[src/rtl/alu_csel_pkg.sv]
package alu_csel_pkg;

  typedef enum logic [2:0] {
    OP_ADD = 3'b000,
    OP_SUB = 3'b001,
    OP_AND = 3'b010,
    OP_OR  = 3'b011,
    OP_XOR = 3'b100
  } alu_op_e;

  // Bitwise part of the unit; unused codes fold to zero.
  function automatic logic [31:0] bitwise_fn(input logic [2:0] op,
                                             input logic [31:0] a,
                                             input logic [31:0] b);
    case (op)
      OP_AND:  return a & b;
      OP_OR:   return a | b;
      OP_XOR:  return a ^ b;
      default: return '0;
    endcase
  endfunction

  function automatic logic is_arith(input logic [2:0] op);
    return (op == OP_ADD) || (op == OP_SUB);
  endfunction

  function automatic logic is_bitwise(input logic [2:0] op);
    return (op == OP_AND) || (op == OP_OR) || (op == OP_XOR);
  endfunction

endpackage

[src/rtl/alu_rca_seg.sv]
module alu_rca_seg #(
  parameter int W = 16
) (
  input  logic [W-1:0] a_i,
  input  logic [W-1:0] b_i,
  input  logic         cin_i,
  output logic [W-1:0] sum_o,
  output logic         cout_o,
  output logic         cmsb_o
);
  logic [W:0] c;

  assign c[0] = cin_i;

  for (genvar i = 0; i < W; i++) begin : g_bit
    assign sum_o[i] = a_i[i] ^ b_i[i] ^ c[i];
    assign c[i+1]   = (a_i[i] & b_i[i]) | (c[i] & (a_i[i] ^ b_i[i]));
  end

  assign cout_o = c[W];
  assign cmsb_o = c[W-1];
endmodule

[src/rtl/alu_csel_adder.sv]
module alu_csel_adder #(
  parameter int WIDTH = 32,
  parameter int SPLIT = 16
) (
  input  logic [WIDTH-1:0] a_i,
  input  logic [WIDTH-1:0] b_i,
  input  logic             cin_i,
  output logic [WIDTH-1:0] sum_o,
  output logic             cout_o,
  output logic             cmsb_o
);
  localparam int HI = WIDTH - SPLIT;

  logic [SPLIT-1:0] lo_sum;
  logic             lo_cout;
  logic             lo_cmsb;
  logic [HI-1:0]    hi_sum  [2];
  logic             hi_cout [2];
  logic             hi_cmsb [2];

  alu_rca_seg #(.W(SPLIT)) u_lo (
    .a_i   (a_i[SPLIT-1:0]),
    .b_i   (b_i[SPLIT-1:0]),
    .cin_i (cin_i),
    .sum_o (lo_sum),
    .cout_o(lo_cout),
    .cmsb_o(lo_cmsb)
  );

  // Upper half evaluated speculatively for both incoming carries.
  for (genvar k = 0; k < 2; k++) begin : g_hi
    alu_rca_seg #(.W(HI)) u_hi (
      .a_i   (a_i[WIDTH-1:SPLIT]),
      .b_i   (b_i[WIDTH-1:SPLIT]),
      .cin_i (k[0]),
      .sum_o (hi_sum[k]),
      .cout_o(hi_cout[k]),
      .cmsb_o(hi_cmsb[k])
    );
  end

  assign sum_o  = {hi_sum[lo_cout], lo_sum};
  assign cout_o = hi_cout[lo_cout];
  assign cmsb_o = hi_cmsb[lo_cout];

  always_comb begin
    // the lower carry out is the majority of the top lower bit's inputs
    p_lo_carry_r8: assert (lo_cout ==
        ((a_i[SPLIT-1] & b_i[SPLIT-1]) | (lo_cmsb & (a_i[SPLIT-1] ^ b_i[SPLIT-1]))))
      else $error("lower half carry inconsistent");
    // selected sum and carry match a full-width sum
    p_sum_match_r1: assert ({cout_o, sum_o} ==
        ({1'b0, a_i} + {1'b0, b_i} + {{WIDTH{1'b0}}, cin_i}))
      else $error("carry-select sum mismatch");
  end
endmodule

[src/rtl/alu_csel.sv]
module alu_csel
  import alu_csel_pkg::*;
#(
  parameter int WIDTH = 32,
  parameter int SPLIT = 16
) (
  input  logic [31:0] a_i,
  input  logic [31:0] b_i,
  input  logic        cin_i,
  input  logic [2:0]  op_i,
  output logic [31:0] res_o,
  output logic        cout_o,
  output logic        zero_o,
  output logic        ovf_o
);
  localparam int MSB = WIDTH - 1;

  logic             do_sub;
  logic             do_arith;
  logic [WIDTH-1:0] b_eff;
  logic             c_eff;
  logic [WIDTH-1:0] add_sum;
  logic             add_cout;
  logic             add_cmsb;
  logic [WIDTH-1:0] bit_res;

  assign do_sub   = (op_i == OP_SUB);
  assign do_arith = is_arith(op_i);
  assign b_eff    = do_sub ? ~b_i : b_i;
  assign c_eff    = do_sub ? 1'b1 : cin_i;

  alu_csel_adder #(.WIDTH(WIDTH), .SPLIT(SPLIT)) u_add (
    .a_i   (a_i),
    .b_i   (b_eff),
    .cin_i (c_eff),
    .sum_o (add_sum),
    .cout_o(add_cout),
    .cmsb_o(add_cmsb)
  );

  assign bit_res = bitwise_fn(op_i, a_i, b_i);

  assign res_o  = do_arith ? add_sum : bit_res;
  assign cout_o = do_arith & add_cout;
  assign ovf_o  = do_arith & (add_cmsb ^ add_cout);
  assign zero_o = ~|res_o;

  always_comb begin
    // opposite-sign add never overflows
    p_no_overflow_r6: assert (!((op_i == OP_ADD) && (a_i[MSB] != b_i[MSB]) && ovf_o))
      else $error("overflow on opposite-sign add");
    // bitwise ops leave carry and overflow clear
    p_bitwise_flags_r7: assert (!(is_bitwise(op_i) && (cout_o || ovf_o)))
      else $error("flag set on bitwise op");
    // unused codes give an all-zero result with zero flag set
    p_unused_zero_r4: assert (!((op_i > 3'b100) && (!zero_o || cout_o || ovf_o)))
      else $error("unused code not quiet");
    // equal operands subtract to zero with carry out set
    p_sub_equal_r2: assert (!(do_sub && (a_i == b_i) && !(zero_o && cout_o)))
      else $error("A-A not zero");
  end
endmodule

[config.mk]
export PLATFORM = sky130hd
export DESIGN_NAME = alu_csel
export DESIGN_NICKNAME = d
export VERILOG_FILES = /design/src/rtl/alu_csel_pkg.sv /design/src/rtl/alu_rca_seg.sv /design/src/rtl/alu_csel_adder.sv /design/src/rtl/alu_csel.sv
export SDC_FILE = /design/constraint.sdc
export NUM_CORES = 1
export LEC_CHECK = 0
export ABC_AREA = 1
export BUFFER_PORTS_ARGS = -buffer_cell sky130_fd_sc_hd__buf_4
export CORE_AREA = 2 2 104 66
export DETAILED_ROUTE_END_ITERATION = 8
export DIE_AREA = 0 0 106 68
export GPL_TIMING_DRIVEN = 0
export MAX_ROUTING_LAYER = met4
export PLACE_DENSITY = 0.84
export SYNTH_ARGS = -nofsm -noshare
export SYNTH_HDL_FRONTEND = slang
export SYNTH_SLANG_ARGS = --single-unit
[constraint.sdc]
create_clock -name vclk -period 29.9
set_clock_uncertainty 0.1 [all_clocks]
set_input_delay 5.98 -clock vclk [all_inputs]
set_output_delay 5.98 -clock vclk [all_outputs]
set_load 0.05 [all_outputs]
## Word-level counts from Yosys, hierarchy flattened

Index checks and enable logic that the tools add are counted.

| storage, ports and cells | value |
|---|---|
| latch bits | 0 |
| logic and storage cells | 234 |
| output and inout port bits | 35 |
| input port bits | 68 |
| ROM bits | 0 |
| memories | 0 |
| RAM bits | 0 |
| bits in registers | 0 |

| operators by class | value |
|---|---|
| magnitude comparators | 1 |
| divide/modulo/power cells | 0 |
| equal/unequal tests | 4 |
| multipliers | 0 |
| bitwise operators | 212 |
| shifts and indexed selects | 0 |
| reduce and logical (&&, ||, !) cells | 4 |
| add/subtract/negate cells | 0 |
| multiplexer cells | 13 |

Operators by type and width:

| cell | number |
|---|---|
| case mux 32 bit (3 select lines) | 1 |
| AND 1 bit | 80 |
| bitwise XOR 1 bit | 79 |
| two-way mux 32 bit | 2 |
| two-way mux 16 bit | 3 |
| bitwise OR 1 bit | 47 |
| AND 32 bit | 1 |
| inverter 32 bit | 1 |
| bitwise OR 32 bit | 1 |
| OR reduction 32 bit | 1 |
| bitwise XOR 32 bit | 1 |
| two-way mux 1 bit | 7 |
| equality test 3 x 2 -> 1 bit, second input constant | 2 |
| equality test 3 x 1 -> 1 bit, second input constant | 1 |
| equality test 3 bit, second input constant | 1 |
| zero test 3 bit | 1 |
| greater-or-equal comparator 2 bit, second input constant | 1 |
| inverter 1 -> 2 bit | 1 |
| zero test 1 bit | 1 |
| logical OR 1 bit | 1 |
| inverter 1 bit | 1 |

## Logic depth before layout (Yosys ltp)

Gate-level depths: netlist (run 1).

| logic depth | value |
|---|---|
| word-level depth | 42 |
| depth in mapped cells | 50 |
| depth with buffers taken out | 48 |

## Modules after synthesis

A second synthesis (run 1) with hierarchy kept.

| second synthesis, totals | value |
|---|---|
| cells, all modules | 584 |
| area, all modules | 3913.8 µm² |

Modules (own cells, without submodules):

| module | cells each | area an instance (µm²) | times used |
|---|---|---|---|
| alu_csel | 446 | 2572.5 | 1 |
| alu_rca_seg | 26 | 357.8 | 3 |
| alu_csel_adder | 60 | 267.8 | 1 |

## Worst setup path after synthesis (run 1)

Ideal clock, no wire load.

| timing path | value |
|---|---|
| path kind | input to output |
| start point | input port op_i[2] |
| end point | output port zero_o |
| stages | 49 |
| path slack | 3451 ps |
| required time | 23820 ps |
| path buffers | 2 |
| arrival time | 20369 ps |
| cells stage by stage | buf_2 -> inv_2 -> nand3_2 -> buf_2 -> xor2_1 -> fa_1 -> inv_1 -> fa_1 -> fa_1 -> fa_1 -> fa_1 -> fa_1 -> fa_1 -> fa_1 -> fa_1 -> fa_1 -> fa_1 -> fa_1 -> [13 not listed] -> fa_1 -> fa_1 -> fa_1 -> fa_1 -> inv_1 -> fa_1 -> inv_1 -> fa_1 -> fa_1 -> fa_1 -> inv_1 -> nand2_1 -> nand4_1 -> nor2_1 -> nand2_1 -> nor2_1 -> nand2_1 -> nor2_1 |

| on the way | value |
|---|---|
| longest elaborated chain between the ends | 42 |
| elaborated cells between the ends (all ways) | 215 |

Ends and longest elaborated chain:

| item | RTL line | source |
|---|---|---|
| from (decl) | alu_csel.sv:10 | `input logic [2:0] op_i,` |
| equality test 3 x 1 -> 1 bit | alu_csel_pkg.sv:24, alu_csel.sv:27 |  |
| two-way mux 32 bit | alu_csel.sv:29 | `assign b_eff = do_sub ? ~b_i : b_i;` |
| bitwise XOR 1 bit | alu_rca_seg.sv:17 | `assign c[i+1] = (a_i[i] & b_i[i]) \| (c[i] & (a_i[i] ^ b_i[i]));` |
| AND 1 bit | alu_rca_seg.sv:17 |  |
| bitwise OR 1 bit | alu_rca_seg.sv:17 |  |
| AND 1 bit | alu_rca_seg.sv:17 |  |
| bitwise OR 1 bit | alu_rca_seg.sv:17 |  |
| AND 1 bit | alu_rca_seg.sv:17 |  |
| [25 not listed] | -- |  |
| AND 1 bit | alu_rca_seg.sv:17 |  |
| bitwise OR 1 bit | alu_rca_seg.sv:17 |  |
| inverter 1 -> 2 bit (implied by the code) | alu_csel_adder.sv:42 | `assign sum_o = {hi_sum[lo_cout], lo_sum};` |
| two-way mux 16 bit (implied by the code) (3 in series) | alu_csel_adder.sv:42 |  |
| two-way mux 32 bit (*) | alu_csel.sv:43 | `assign res_o = do_arith ? add_sum : bit_res;` |
| named net res_o[31] | alu_csel.sv:11 | `output logic [31:0] res_o,` |
| OR reduction 32 bit (*) | alu_csel.sv:46 | `assign zero_o = ~\|res_o;` |
| zero test 1 bit (*) | alu_csel.sv:46 |  |
| to (decl) | alu_csel.sv:13 | `output logic zero_o,` |

Mark *: on every way through the listed nets, which the timed path passes. The rest lies on a longest branch. The select of a mux whose other input is x is not followed.

## Final worst setup path (run 1)

| timing path | value |
|---|---|
| start point | input port op_i[2] |
| end point | output port zero_o |

| on the way | value |
|---|---|
| longest elaborated chain between the ends | 42 |
| elaborated cells between the ends (all ways) | 215 |

Ends and longest elaborated chain:

| item | RTL line |
|---|---|
| equality test 3 x 1 -> 1 bit | alu_csel_pkg.sv:24, alu_csel.sv:27 |
| two-way mux 32 bit | alu_csel.sv:29 |
| bitwise XOR 1 bit | alu_rca_seg.sv:16, alu_rca_seg.sv:17 |
| AND 1 bit | alu_rca_seg.sv:17 |
| bitwise OR 1 bit | alu_rca_seg.sv:17 |
| AND 1 bit | alu_rca_seg.sv:17 |
| bitwise OR 1 bit | alu_rca_seg.sv:17 |
| AND 1 bit | alu_rca_seg.sv:17 |
| [24 not listed] | -- |
| bitwise OR 1 bit | alu_rca_seg.sv:17 |
| AND 1 bit | alu_rca_seg.sv:17 |
| bitwise OR 1 bit | alu_rca_seg.sv:17 |
| inverter 1 -> 2 bit (implied by the code) | alu_csel_adder.sv:42 |
| two-way mux 16 bit (implied by the code) (3 in series) | alu_csel_adder.sv:42 |
| two-way mux 32 bit (*) | alu_csel.sv:43 |
| OR reduction 32 bit (*) | alu_csel.sv:46 |
| zero test 1 bit (*) | alu_csel.sv:46 |

Every way passes the cells marked *; elsewhere a longest branch is shown, timed or not. The select of a mux whose other input is x is not followed.

==> results.json, run 1 <==
{
  "status": "complete, no violations",
  "pin_count": 103,
  "antenna_found_initial": 0,
  "drc_errors": 0,
  "yosysSeqAreaShare_pct": 0,
  "area_delta_synth_final_pct": 26.2,
  "pwr_density_cell_mw_per_mm2": 23.2,
  "setup_tns_ps": 0,
  "grt_pass1_wl_um": 15800,
  "combPwrFrac_pct": 100.0,
  "syn_area_mm2": 0.00334,
  "worst_hold_slack_ps": 12390,
  "wl_um": 9480,
  "worstMarginPinSlew_ps": 741,
  "layout_commonest_cell": "inv_1",
  "syn_area_per_cell_um2": 6.49,
  "setup_violations": 0,
  "critPathKind": "input port to primary output",
  "die_w_um": 106,
  "core_mm2": 0.00636,
  "placed_area_mm2": 0.00422,
  "grt_use_total_pct": 28.5,
  "setup_ws_ps": 3110,
  "die_h_um": 68,
  "pwr-share-seq_pct": 0,
  "sw_frac_of_total_pct": 64.8,
  "first_iter_violations": 166,
  "first_pass_iters": 4,
  "postCtsSetupBuffers": 0,
  "design_area_mm2": 0.00422,
  "hold_buffers": 0,
  "min_path_type": "input port to primary output",
  "hold_violations": 0,
  "p_sw_w": 0.0000634,
  "max_freq_ghz": 0.0373,
  "hp-start": "op_i[0]",
  "final-seq-area_um2": 0,
  "synth_warnings": 0,
  "holdPathStages": 5,
  "cp_slowest_stage_delay_ps": 500,
  "syn_nets": 680,
  "seq_cells": 0,
  "clockPowerShare_pct": 0,
  "drive_above_1_share_pct": 19.0,
  "drtAntennaViolNets": 0,
  "wire_per_inst_um": 13.5,
  "rsz0062_at_grt": "no",
  "post-route-period-util_pct": 89.6,
  "numPortBuffers": 102,
  "clockBufferCount": 0,
  "globalplace.congestion": 0.902,
  "grt_overflow": 0,
  "crit_top_cell": "fa_1",
  "crit_path_top_delay_cell": "fa_1",
  "dp_cells": 704,
  "critical_path.max_fanout": 10,
  "synthCells": 515,
  "fillers": 541,
  "grt_pass1_vias": 3430,
  "whs_endpoint": "res_o[12]",
  "initial_core_util_pct": 52.6,
  "instances_no_fill": 704,
  "grt_max_degree": 11,
  "cts_resized": 0,
  "power.internal_w": 0.0000345,
  "maxCapViolations": 0,
  "max-vdd-ir-drop_v": 0.0000151,
  "p_leak_nw": 2.49,
  "vias_per_cell": 4.88,
  "finalCriticalPeriod_ps": 26790,
  "rows": 23,
  "final_cell_mix": "inv_1, nand2_1, buf_4",
  "worst_ep_required_time_ps": 23820,
  "diodes": 0,
  "max_slew_margin_pct": 50.6,
  "ys_types": 19,
  "nNetsFinal": 784,
  "hpwl_um": 7930,
  "maxSlewViolCount": 0,
  "post-place-ws_ps": 3130,
  "die_area_mm2": 0.00721,
  "arrival_ps": 20710,
  "vias": 3438,
  "startpoint_type": "input port",
  "setup.worst_path.end_class": "primary output"
}
-- routing by layer --
layer	vias to the layer above	track usage (%)	part of all wire, %
li1	1712	-	-
met5	-	-	0
met2	165	49.2	44
met3	10	2.95	9.6
met1	1551	37.4	45
met4	0	4.77	0.98
-- worst max path at each step --
stage,cells after the start,from,slack (ps),endpoint
4_1_cts,50,op_i[2],3100,zero_o
6_report,50,op_i[2],3110,zero_o
3_5_place_dp,50,op_i[2],3130,zero_o
5_1_grt,50,op_i[2],2580,zero_o
2_1_floorplan,49,op_i[2],3450,zero_o
3_3_place_gp,50,op_i[2],3300,zero_o
-- per-stage QoR --
stage | total power (W) | utilization, %
2_1_floorplan | 0.0000654 | -
3_3_place_gp | 0.0000939 | 66.3
3_5_place_dp | 0.0000976 | 66.3
4_1_cts | 0.0000978 | 66.3
5_1_grt | 0.000109 | 66.3
6_report | 0.0000979 | 66.3
-- final cells by class --
class / instances / area [µm²] / share of cell area [%]
Buffer: 19 / 103 / 2.43
Inverter: 146 / 548 / 13.0
Multi-Input combinational cell: 350 / 2690 / 63.8
Tap cell: 87 / 109 / 2.58
Timing Repair Buffer: 102 / 766 / 18.2
-- power by group through the flow --
stage | Sequential (W) | Combinational, W | Clock [W]
5_1_grt | 0 | 0.000109 | 0
3_3_place_gp | 0 | 0.0000939 | 0
3_5_place_dp | 0 | 0.0000976 | 0
6_report | 0 | 0.0000979 | 0
4_1_cts | 0 | 0.0000978 | 0
2_1_floorplan | 0 | 0.0000654 | 0
-- cells in the mapped netlist (3+ instances only) --
master    number  share of area [%]
buf_2          7                1.0
buf_6          3                1.0
clkbuf_1       7               0.79
fa_1          31                 19
ha_1          66                 25
inv_1        144                 16
nand2_1      122                 14
nand3_1       47                7.0
nand4_1       17                3.2
nor2_1        26                2.9
o21ai_0        3               0.45
xor2_1        33                8.6
-- cell families after synthesis --
kind of cell	count (synthesis)	synth area share, %
fa+ha+maj	97	43.3
compound gates	3	0.449
simple gates	216	27.9
xor+xnor	34	8.91
buf+inv	165	19.5
-- worst max-delay path, delay by kind of cell --
family / cells / cell delay [ps]
compound gates: 1 / 130
xor+xnor: 1 / 240
fa+ha+maj: 31 / 12290
buf+inv: 9 / 1140
simple gates: 8 / 920
(Power assumes the default switching activity.)
==> run 2, diff against run 1 <==
--- a/config.mk
+++ b/config.mk
@@ -7,9 +7,9 @@
 export LEC_CHECK = 0
 export ABC_AREA = 1
 export BUFFER_PORTS_ARGS = -buffer_cell sky130_fd_sc_hd__buf_4
-export CORE_AREA = 2 2 104 66
+export CORE_AREA = 2 2 67 101
 export DETAILED_ROUTE_END_ITERATION = 8
-export DIE_AREA = 0 0 106 68
+export DIE_AREA = 0 0 69 103
 export GPL_TIMING_DRIVEN = 0
 export MAX_ROUTING_LAYER = met4
 export PLACE_DENSITY = 0.84
==> results.json, run 2 (same netlist as run 1, synthesis figures left out) <==
{
  "crit_end": "zero_o",
  "crit_path_start": "op_i[2]",
  "first_iter_violations": 206,
  "vias": 3462,
  "max_freq_ghz": 0.0375,
  "power.internal_w": 0.0000343,
  "rows": 36,
  "crit_top_cell": "fa_1",
  "p_leak_nw": 2.49,
  "maxCapViolations": 0,
  "hold_buffers": 0,
  "first_pass_iters": 7,
  "worstMarginPinSlew_ps": 661,
  "vias_per_cell": 5.00,
  "grt_pass1_vias": 3576,
  "grt_max_degree": 11,
  "clockBufferCount": 0,
  "grt_use_total_pct": 25.8,
  "setup_ws_ps": 3210,
  "finalCriticalPeriod_ps": 26690,
  "cp_slowest_stage_delay_ps": 500,
  "setup_violations": 0,
  "grt_overflow": 0,
  "hold_violations": 0,
  "combPwrFrac_pct": 100.0,
  "maxSlewViolCount": 0,
  "numPortBuffers": 102,
  "status": "complete, no violations",
  "pwr_density_cell_mw_per_mm2": 23.0,
  "sw_frac_of_total_pct": 64.5,
  "die_area_mm2": 0.00711,
  "startpoint_type": "input port",
  "p_sw_w": 0.0000625,
  "wl_um": 9080,
  "setup_tns_ps": 0,
  "post-place-ws_ps": 3270,
  "max-vdd-ir-drop_v": 0.0000159,
  "worst_ep_required_time_ps": 23820,
  "area_delta_synth_final_pct": 25.7,
  "grt_pass1_wl_um": 14800,
  "final_cell_mix": "inv_1, nand2_1, buf_4",
  "die_w_um": 69,
  "critical_path.max_fanout": 10,
  "min_path_type": "input port to primary output",
  "post-route-period-util_pct": 89.3,
  "critPathKind": "input port to primary output",
  "initial_core_util_pct": 53.0,
  "pwr-share-seq_pct": 0,
  "diodes": 0,
  "final-seq-area_um2": 0,
  "crit_path_top_delay_cell": "fa_1",
  "rsz0062_at_grt": "no",
  "antenna_found_initial": 0,
  "drc_errors": 0,
  "postCtsSetupBuffers": 0,
  "layout_commonest_cell": "inv_1",
  "max_slew_margin_pct": 55.9,
  "globalplace.congestion": 0.863,
  "wire_per_inst_um": 13.1,
  "cts_resized": 0,
  "core_mm2": 0.00631,
  "die_h_um": 103,
  "pin_count": 103,
  "setup.worst_path.end_class": "primary output",
  "nNetsFinal": 784,
  "design_area_mm2": 0.00420,
  "clockPowerShare_pct": 0,
  "placed_area_mm2": 0.00420,
  "arrival_ps": 20610,
  "drive_above_1_share_pct": 19.0,
  "seq_cells": 0,
  "hpwl_um": 7390,
  "drtAntennaViolNets": 0
}
## run 2: cell counts in the layout (fill, tap and decap cells not counted)
Identical to the previous run, type by type.
## run 2: area by class of cell
type	count	area, µm²
Inverter	146	548
Timing Repair Buffer	102	766
Multi-Input combinational cell	350	2690
Buffer	19	103
Fill cell	579	2100
Tap cell	76	95.1
## run 2: critical path: cells and delay by family
| kind | cells | cell delay, ps |
|---|---|---|
| xor+xnor | 1 | 220 |
| buf+inv | 9 | 1150 |
| fa+ha+maj | 31 | 12230 |
| compound gates | 1 | 150 |
| simple gates | 8 | 870 |
## run 2: worst min-delay path by stage
stage,startpoint,end,slack [ps],depth (start not counted)
3_3_place_gp,op_i[0],res_o[14],12400,5
5_1_grt,op_i[0],res_o[14],12450,5
2_1_floorplan,op_i[0],res_o[12],12270,3
4_1_cts,op_i[0],res_o[14],12390,5
3_5_place_dp,op_i[0],res_o[14],12390,5
6_report,op_i[0],res_o[14],12410,5
## run 2: power by group through the flow
| stage | combinational [W] | clock, W | sequential (W) |
|---|---|---|---|
| 2_1_floorplan | 0.0000654 | 0 | 0 |
| 3_3_place_gp | 0.0000933 | 0 | 0 |
| 3_5_place_dp | 0.0000967 | 0 | 0 |
| 4_1_cts | 0.0000968 | 0 | 0 |
| 5_1_grt | 0.000107 | 0 | 0 |
| 6_report | 0.0000968 | 0 | 0 |
## run 2: per-stage QoR
stage	total power (W)	hold slack (ps)	cells	utilization, %
3_3_place_gp	0.0000933	12400	693	66.7
4_1_cts	0.0000968	12390	693	66.7
6_report	0.0000968	12410	693	66.7
5_1_grt	0.000107	12450	693	66.7
2_1_floorplan	0.0000654	12270	515	-
3_5_place_dp	0.0000967	12390	693	66.7
## run 2: layer usage
| metal | global-route usage [%] | share of wire (%) | vias up |
|---|---|---|---|
| li1 | - | - | 1710 |
| met1 | 25.8 | 37 | 1610 |
| met2 | 53.2 | 55 | 120 |
| met3 | 1.66 | 5.8 | 22 |
| met4 | 7.24 | 2.1 | 0 |
| met5 | - | 0 | - |
==> run 3, diff against run 2 <==
--- a/config.mk
+++ b/config.mk
@@ -13,6 +13,7 @@
 export GPL_TIMING_DRIVEN = 0
 export MAX_ROUTING_LAYER = met4
 export PLACE_DENSITY = 0.84
+export REMOVE_ABC_BUFFERS = 1
 export SYNTH_ARGS = -nofsm -noshare
 export SYNTH_HDL_FRONTEND = slang
 export SYNTH_SLANG_ARGS = --single-unit
==> results.json, run 3 (same netlist as run 1, synthesis figures left out) <==
{
  "dp_cells": 678,
  "rsz0062_at_grt": "no",
  "power_w": 0.0000947,
  "setup_violations": 0,
  "die_w_um": 69,
  "startpoint_type": "input port",
  "grt_pass1_wl_um": 13600,
  "post-route-period-util_pct": 91.4,
  "final_cell_mix": "inv_1, nand2_1, buf_4",
  "instances_no_fill": 678,
  "maxCapViolations": 0,
  "critical_path.max_fanout": 35,
  "cp_slowest_stage_delay_ps": 860,
  "die_h_um": 103,
  "layout_commonest_cell": "inv_1",
  "diodes": 0,
  "grt_use_total_pct": 23.1,
  "critPathKind": "input port to primary output",
  "worst_ep_required_time_ps": 23820,
  "worstMarginPinSlew_ps": 1120,
  "max-vdd-ir-drop_v": 0.0000175,
  "hpwl_um": 6440,
  "crit_top_cell": "fa_1",
  "globalplace.congestion": 0.778,
  "hold_violations": 0,
  "drtAntennaViolNets": 0,
  "pin_count": 103,
  "grt_overflow": 0,
  "hold_buffers": 0,
  "cts_resized": 0,
  "p_leak_nw": 2.47,
  "area_delta_synth_final_pct": 25.0,
  "arrival_ps": 21240,
  "drc_errors": 0,
  "initial_core_util_pct": 53.0,
  "nNetsFinal": 769,
  "final-seq-area_um2": 0,
  "post-place-ws_ps": 2470,
  "vias_per_cell": 4.97,
  "vias": 3367,
  "clockBufferCount": 0,
  "pwr_density_cell_mw_per_mm2": 22.7,
  "drive_above_1_share_pct": 18.8,
  "min_path_type": "input port to primary output",
  "postCtsSetupBuffers": 0,
  "rows": 36,
  "setup_ws_ps": 2580,
  "status": "complete, no violations",
  "grt_pass1_vias": 3306,
  "grt_max_degree": 36,
  "crit_path_top_delay_cell": "nand3_2",
  "numPortBuffers": 103,
  "design_area_mm2": 0.00418,
  "wl_um": 7990,
  "first_iter_violations": 68,
  "max_freq_ghz": 0.0366,
  "antenna_found_initial": 0,
  "die_area_mm2": 0.00711,
  "core_mm2": 0.00631,
  "max_slew_margin_pct": 25.0,
  "first_pass_iters": 7,
  "setup_tns_ps": 0,
  "wire_per_inst_um": 11.8,
  "seq_cells": 0,
  "finalCriticalPeriod_ps": 27320,
  "placed_area_mm2": 0.00418,
  "maxSlewViolCount": 0,
  "setup.worst_path.end_class": "primary output"
}
-- run 3: changes by cell type in the layout (fill, tap and decap cells not counted), sizes merged --
cell,previous run,this run
clkbuf,7,0
buf,114,106
-- run 3: stage by stage --
stage,utilization [%],hold WS (ps)
detailed placement,66.3,12420
floorplan,-,12270
global route,66.3,12440
CTS,66.3,12420
finish,66.3,12420
global placement,65.2,12400
-- run 3: critical path, delay by kind of cell --
| kind | cells | cell delay [ps] |
|---|---|---|
| compound gates | 1 | 140 |
| xor+xnor | 1 | 510 |
| fa+ha+maj | 31 | 12090 |
| buf+inv | 8 | 920 |
| simple gates | 8 | 1570 |
-- run 3: area by class of cell --
class | instances | area [µm²]
multi-input cells | 350 | 2700
well taps | 76 | 95.1
fillers | 542 | 2130
inverters | 146 | 548
repair buffers | 106 | 831
-- run 3: where the power goes --
group	switching (W)	internal, W
registers	0	0
clock network	0	0
logic	0.0000609	0.0000338
-- run 3: routing by layer --
| metal | routed length [µm] | GRT usage (%) | up-vias |
|---|---|---|---|
| li1 | - | - | 1681 |
| met1 | 2960 | 24.7 | 1560 |
| met2 | 4400 | 45.5 | 104 |
| met3 | 396 | 1.17 | 22 |
| met4 | 233 | 7.24 | 0 |
| met5 | 0 | - | - |
-- run 3: path summary, 6_finish.rpt --
| check | from | endpoint | depth (start not counted) |
|---|---|---|---|
| worst min-delay path | a_i[18] | res_o[18] | 5 |
| worst max-delay path | op_i[2] | zero_o | 49 |
